<file path="config.mk">
export PLATFORM = sky130hd
export DESIGN_NAME = i2c_tgt_addr_dec
export DESIGN_NICKNAME = d
export VERILOG_FILES = /design/src/rtl/i2ct_pkg.sv /design/src/rtl/i2ct_sync.sv /design/src/rtl/i2ct_cond.sv /design/src/rtl/i2ct_match.sv /design/src/rtl/i2c_tgt_addr_dec.sv
export SDC_FILE = /design/constraint.sdc
export NUM_CORES = 1
export LEC_CHECK = 0
export BUFFER_PORTS_ARGS = -buffer_cell sky130_fd_sc_hd__buf_2
export CAP_MARGIN = 30
export CORE_AREA = 5 5 65 67
export CTS_BUF_LIST = sky130_fd_sc_hd__clkbuf_4 sky130_fd_sc_hd__clkbuf_8
export DETAILED_ROUTE_END_ITERATION = 12
export DIE_AREA = 0 0 70 72
export GPL_TIMING_DRIVEN = 0
export PLACE_DENSITY = 0.75
export SLEW_MARGIN = 20
export SYNTH_ARGS = -nofsm -noshare
export SYNTH_HDL_FRONTEND = slang
export SYNTH_SLANG_ARGS = --single-unit
</file>
<file path="constraint.sdc">
create_clock -name clk -period 2.5 [get_ports clk]
set_clock_uncertainty 0.2 [all_clocks]
set_input_delay 0.5 -clock clk [delete_from_list [all_inputs] [get_ports clk]]
set_output_delay 0.5 -clock clk [all_outputs]
set_load 0.01 [all_outputs]
</file>
<file path="src/rtl/i2ct_pkg.sv">
package i2ct_pkg;
   typedef enum logic [2:0] {
      PH_IDLE,
      PH_ADDR1,
      PH_ADDR2,
      PH_WDATA,
      PH_READ,
      PH_IGNORE
   } phase_t;

   localparam logic [4:0] TEN_TAG = 5'b11110;
endpackage

</file>
<file path="src/rtl/i2ct_sync.sv">
module i2ct_sync #(
   parameter int STAGES = 2,
   parameter int WIDTH  = 2
) (
   input  logic             clk,
   input  logic             rst_n,
   input  logic [WIDTH-1:0] d_in,
   output logic [WIDTH-1:0] q_out
);
   generate
      if (STAGES < 2) begin : g_bad_stages
         $error("i2ct_sync: STAGES must be at least 2");
      end
   endgenerate

   logic [STAGES-1:0][WIDTH-1:0] chain;

   always_ff @(posedge clk or negedge rst_n) begin
      if (!rst_n) chain <= '1;
      else        chain <= {chain[STAGES-2:0], d_in};
   end

   assign q_out = chain[STAGES-1];
endmodule

</file>
<file path="src/rtl/i2ct_cond.sv">
module i2ct_cond (
   input  logic clk,
   input  logic rst_n,
   input  logic scl_s,
   input  logic sda_s,
   output logic scl_rise,
   output logic scl_fall,
   output logic start_det,
   output logic stop_det
);
   logic scl_q, sda_q;

   always_ff @(posedge clk or negedge rst_n) begin
      if (!rst_n) begin
         scl_q <= 1'b1;
         sda_q <= 1'b1;
      end else begin
         scl_q <= scl_s;
         sda_q <= sda_s;
      end
   end

   assign scl_rise  = scl_s & ~scl_q;
   assign scl_fall  = ~scl_s & scl_q;
   // conditions need SCL high in both samples, so a joint rise is a bit
   assign start_det = scl_s & scl_q & sda_q & ~sda_s;
   assign stop_det  = scl_s & scl_q & ~sda_q & sda_s;
endmodule

</file>
<file path="src/rtl/i2ct_match.sv">
module i2ct_match
   import i2ct_pkg::*;
#(
   parameter int DATA_W = 8,
   parameter int ADDR_W = 10
) (
   input  logic              ten_bit,
   input  logic [ADDR_W-1:0] own_addr,
   input  phase_t            phase,
   input  logic [DATA_W-1:0] byte_in,
   input  logic              armed,
   output logic              give_ack,
   output phase_t            nxt_phase,
   output logic              hit,
   output logic              hit_rd,
   output logic              arm_set,
   output logic              arm_clr,
   output logic              data_strobe
);
   localparam int SHORT_W = DATA_W - 1;

   logic tag_ok;
   assign tag_ok = (byte_in[DATA_W-1:3] == TEN_TAG) &&
                   (byte_in[2:1] == own_addr[ADDR_W-1:ADDR_W-2]);

   always_comb begin
      give_ack    = 1'b0;
      nxt_phase   = PH_IGNORE;
      hit         = 1'b0;
      hit_rd      = 1'b0;
      arm_set     = 1'b0;
      arm_clr     = 1'b0;
      data_strobe = 1'b0;
      unique case (phase)
         PH_ADDR1: begin
            if (!ten_bit) begin
               if (byte_in[DATA_W-1:1] == own_addr[SHORT_W-1:0]) begin
                  give_ack  = 1'b1;
                  hit       = 1'b1;
                  hit_rd    = byte_in[0];
                  nxt_phase = byte_in[0] ? PH_READ : PH_WDATA;
               end
            end else if (tag_ok) begin
               if (!byte_in[0]) begin
                  give_ack  = 1'b1;
                  nxt_phase = PH_ADDR2;
               end else if (armed) begin
                  give_ack  = 1'b1;
                  hit       = 1'b1;
                  hit_rd    = 1'b1;
                  nxt_phase = PH_READ;
               end else begin
                  arm_clr = 1'b1;
               end
            end else begin
               arm_clr = 1'b1;
            end
         end
         PH_ADDR2: begin
            if (byte_in == own_addr[DATA_W-1:0]) begin
               give_ack  = 1'b1;
               hit       = 1'b1;
               arm_set   = 1'b1;
               nxt_phase = PH_WDATA;
            end else begin
               arm_clr = 1'b1;
            end
         end
         PH_WDATA: begin
            give_ack    = 1'b1;
            data_strobe = 1'b1;
            nxt_phase   = PH_WDATA;
         end
         default: nxt_phase = phase;
      endcase
   end
endmodule

</file>
<file path="src/rtl/i2c_tgt_addr_dec.sv">
module i2c_tgt_addr_dec
   import i2ct_pkg::*;
#(
   parameter int SYNC_STAGES = 2,
   parameter int DATA_W      = 8,
   parameter int ADDR_W      = 10
) (
   input  logic              clk,
   input  logic              rst_n,
   input  logic              ten_bit_mode,
   input  logic [ADDR_W-1:0] own_addr,
   input  logic              scl_in,
   input  logic              sda_in,
   output logic              sda_pull,
   output logic              addressed,
   output logic              rd_dir,
   output logic [DATA_W-1:0] rx_data,
   output logic              rx_valid
);
   localparam int CNT_W = $clog2(DATA_W);
   localparam logic [CNT_W-1:0] LAST_BIT = CNT_W'(DATA_W - 1);

   generate
      if (DATA_W != 8) begin : g_bad_width
         $error("i2c_tgt_addr_dec: bus bytes are 8 bits");
      end
      if (ADDR_W != 10) begin : g_bad_addr
         $error("i2c_tgt_addr_dec: own address is 10 bits");
      end
   endgenerate

   logic scl_s, sda_s;
   logic scl_rise, scl_fall, start_det, stop_det;

   i2ct_sync #(.STAGES(SYNC_STAGES), .WIDTH(2)) u_sync (
      .clk   (clk),
      .rst_n (rst_n),
      .d_in  ({scl_in, sda_in}),
      .q_out ({scl_s, sda_s})
   );

   i2ct_cond u_cond (
      .clk       (clk),
      .rst_n     (rst_n),
      .scl_s     (scl_s),
      .sda_s     (sda_s),
      .scl_rise  (scl_rise),
      .scl_fall  (scl_fall),
      .start_det (start_det),
      .stop_det  (stop_det)
   );

   phase_t            phase;
   logic [CNT_W-1:0]  bit_cnt;
   logic [DATA_W-1:0] shreg;
   logic              ack_pend, in_ack, armed;
   logic [DATA_W-1:0] byte_nx;
   logic              shifting;

   logic   m_ack, m_hit, m_rd, m_arm_set, m_arm_clr, m_strobe;
   phase_t m_nxt;

   assign byte_nx  = {shreg[DATA_W-2:0], sda_s};
   assign shifting = (phase == PH_ADDR1) || (phase == PH_ADDR2) || (phase == PH_WDATA);

   i2ct_match #(.DATA_W(DATA_W), .ADDR_W(ADDR_W)) u_match (
      .ten_bit     (ten_bit_mode),
      .own_addr    (own_addr),
      .phase       (phase),
      .byte_in     (byte_nx),
      .armed       (armed),
      .give_ack    (m_ack),
      .nxt_phase   (m_nxt),
      .hit         (m_hit),
      .hit_rd      (m_rd),
      .arm_set     (m_arm_set),
      .arm_clr     (m_arm_clr),
      .data_strobe (m_strobe)
   );

   always_ff @(posedge clk or negedge rst_n) begin
      if (!rst_n) begin
         phase     <= PH_IDLE;
         bit_cnt   <= '0;
         shreg     <= '0;
         ack_pend  <= 1'b0;
         in_ack    <= 1'b0;
         sda_pull  <= 1'b0;
         addressed <= 1'b0;
         rd_dir    <= 1'b0;
         armed     <= 1'b0;
         rx_data   <= '0;
         rx_valid  <= 1'b0;
      end else begin
         rx_valid <= 1'b0;
         if (start_det) begin
            phase     <= PH_ADDR1;
            bit_cnt   <= '0;
            ack_pend  <= 1'b0;
            in_ack    <= 1'b0;
            sda_pull  <= 1'b0;
            addressed <= 1'b0;
            rd_dir    <= 1'b0;
         end else if (stop_det) begin
            phase     <= PH_IDLE;
            bit_cnt   <= '0;
            ack_pend  <= 1'b0;
            in_ack    <= 1'b0;
            sda_pull  <= 1'b0;
            addressed <= 1'b0;
            rd_dir    <= 1'b0;
            armed     <= 1'b0;
         end else if (in_ack) begin
            if (scl_fall) begin
               sda_pull <= 1'b0;
               in_ack   <= 1'b0;
               bit_cnt  <= '0;
            end
         end else if (ack_pend) begin
            if (scl_fall) begin
               sda_pull <= 1'b1;
               ack_pend <= 1'b0;
               in_ack   <= 1'b1;
            end
         end else if (scl_rise && shifting) begin
            shreg <= byte_nx;
            if (bit_cnt == LAST_BIT) begin
               bit_cnt  <= '0;
               phase    <= m_nxt;
               ack_pend <= m_ack;
               if (m_hit) begin
                  addressed <= 1'b1;
                  rd_dir    <= m_rd;
               end
               if (m_arm_set)      armed <= 1'b1;
               else if (m_arm_clr) armed <= 1'b0;
               if (m_strobe) begin
                  rx_data  <= byte_nx;
                  rx_valid <= 1'b1;
               end
            end else begin
               bit_cnt <= bit_cnt + 1'b1;
            end
         end
      end
   end
endmodule

</file>
==> flow_metrics.tcl <==
set metrics [dict create \
    critPathKind "reg -> reg" \
    rows 22 \
    overflow 0 \
    wl_per_cell_um 14.7 \
    core_area_um2 3580 \
    tns_ns 0 \
    peakVddDrop_mv 0.473 \
    netlist_area_um2 1700 \
    vias 1229 \
    synth.largest_area_cell "dfrtp_1" \
    place.gp.congestion 0.888 \
    synth_edf_count 0 \
    synth_cell_types 38 \
    cts_made_buffers 5 \
    syn_to_final_growth_pct 15.7 \
    drc_errors 0 \
    hold_viol_final 0 \
    yosysMostFrequentCell "dfrtp_1" \
    preCtsSetupSlack_ns 0.0937 \
    final_area_um2 1970 \
    postCtsHoldBufs 0 \
    period_needed_ns 2.40 \
    leakagePower_nw 0.886 \
    clock_sinks 34 \
    endpoint_kind "flip-flop" \
    timing.final.ws_setup_ns 0.105 \
    critPathRequiredTime_ns 2.52 \
    die_w_um 70 \
    start_util_pct 47.6 \
    ys_seq_elements 34 \
    yosysSeqAreaShare_pct 50.4 \
    synth_nets 166 \
    die_area_um2 5040 \
    startpoint_type "flip-flop" \
    port_buffers 26 \
    io_pins 27 \
    syn_inst 149 \
    slew_violations 0 \
    postPlaceCellArea_um2 1890 \
    cp_max_fo 10 \
    dr.pass1.iters 4 \
    clk_pin_slew_ns 0.10 \
    rsz0062_at_grt "no" \
    endpoint "rx_data[1]" \
    yosys.area.top_type_share_pct 41.2 \
    die_h_um 72 \
    slew_headroom_pct 50.2 \
    drtIter0Drc 45 \
    ys.warnings.count 0 \
    fmax_ghz 0.417 \
    cts-root-buf "clkbuf_4" \
    syn_avg_cell_area_um2 11.4 \
    viasPerCell 5.32 \
    synth_ff_type "dfrtp_1" \
    r2r_setup_slack_ns 0.10 \
    dpl.hpwl_um 2590 \
    cts_setup_buffers 0 \
    postCtsResizedCells 0 \
    cts.htree.levels 2 \
    critPathArrivalTime_ns 2.42 \
    grt_antenna_before_repair 0 \
    fin_util_pct 55.0 \
    worstSkewPairLatency_ns 0.33 \
    ant_nets 0 \
    min_period_over_period_pct 95.8 \
    critPathLaunch "u_sync.q_out[1]" \
    grt_first_pass_wirelength_um 6110 \
    timing.rr.start "u_sync.q_out[1]" \
    cellPowerDensity_nw_per_um2 728 \
    nets 199 \
    setup_viol 0 \
    outcome "finished, final reports clean" \
    grt_max_degree 35 \
    finalWirelength_um 3390 \
    cap_violations 0 \
    async_reset_ff_share_pct 100 \
    synthTopCellsByArea "dfrtp_1 (41%), mux2_2 (9.9%), dfstp_2 (9.3%)" \
    r2r_cells 4 \
    grtUsageTotal_pct 15.2 \
    antenna_cells_inserted 0 \
    grt_pass1_vias 1313 \
    cts_tree "built" \
    worstMarginPinSlew_ns 0.747 \
    worstReg2RegEnd "rx_data[1]" \
    cts_max_path_buffers 2 \
    holdCritPathClass "in -> async" \
    drive_gt1_share_pct 33.9 \
    synth_common_cells "dfrtp_1 (28), mux2_2 (15), xnor2_1 (14), o21ai_0 (10), nand2_1 (8)" \
]
## worst max-delay path, cell delays in order (launching register included)
cell     delay, ns
dfstp_2       0.58
or4b_4        0.51
nor3_4        0.44
nand3_4       0.23
mux2_2        0.32
## cell type report
class | instances | area, um2
Fill cell | 336 | 1610
Sequential cell | 34 | 858
Multi-Input combinational cell | 108 | 816
Timing Repair Buffer | 26 | 130
Tap cell | 48 | 60.1
Clock inverter | 3 | 40.0
Clock buffer | 5 | 37.5
Buffer | 5 | 20.0
Inverter | 2 | 7.51
## kinds of logic (layout without fill, tap and decap cells)
group,count (synthesis),count (layout),synth area share [%]
XOR/XNOR,18,18,9.26
AO/OA/AOI/OAI,30,30,11.5
buffers and inverters,7,41,1.62
flip-flops,34,34,50.4
multiplexers,15,15,9.93
AND/OR/NAND/NOR,43,43,15.7
adder cells (fa/ha/maj),2,2,1.47
## registers in the layout (all words and copies together) (netlist names), 2 cells and up
signal        count
bit_cnt           3
shreg             7
phase             3
rx_data           8
u_sync.chain      2
u_sync.q_out      2
## placed cells by master, fill, tap and decap left out, types with 2 or more instances in the layout
master,instances
xor2_1,4
buf_2,27
a21oi_1,7
and2b_1,2
inv_1,2
nor2b_1,6
clkbuf_4,5
dfstp_2,6
o21ai_0,10
nand3_1,6
dfrtp_1,28
a41o_1,2
nand2_1,8
nor2_1,5
nand2b_1,2
nand4_1,3
nand3b_1,2
xnor2_1,14
mux2_2,15
ha_1,2
or2_2,2
a31oi_1,2
clkbuf_1,4
clkinv_2,2
## power breakdown
group | total [mW] | switching [mW] | internal (mW)
clock | 0.385 | 0.178 | 0.207
sequential | 0.725 | 0.0932 | 0.632
combinational | 0.324 | 0.150 | 0.174
total | 1.43 | 0.421 | 1.01
## how the worst min path moves through the flow
stage	depth (start not counted)	end	start	slack (ns)
6_report	1	rx_data[5]	rst_n	0.02
5_1_grt	1	u_sync.chain[1]	scl_in	0.03
4_1_cts	1	rx_data[5]	rst_n	0.04
3_5_place_dp	0	u_sync.q_out[0]	u_sync.chain[0]	0.15
3_3_place_gp	0	u_sync.q_out[1]	u_sync.chain[1]	0.15
2_1_floorplan	0	ack_pend	rst_n	0.004
## stage by stage
step	power (mW)	hold slack (ns)	std cells
2_1_floorplan	0.968	0.00441	149
3_3_place_gp	1.04	0.146	223
3_5_place_dp	1.06	0.151	223
4_1_cts	1.45	0.0374	231
5_1_grt	1.54	0.0283	231
6_report	1.43	0.0238	231
## per-layer routing
layer,up-vias,routed length (um),global-route usage (%)
li1,602,-,-
met5,-,0,0
met3,5,126,3.46
met1,599,1470,19.1
met4,0,55,5.74
met2,23,1740,25.6
No activity file was read; power rests on OpenSTA's default activity.
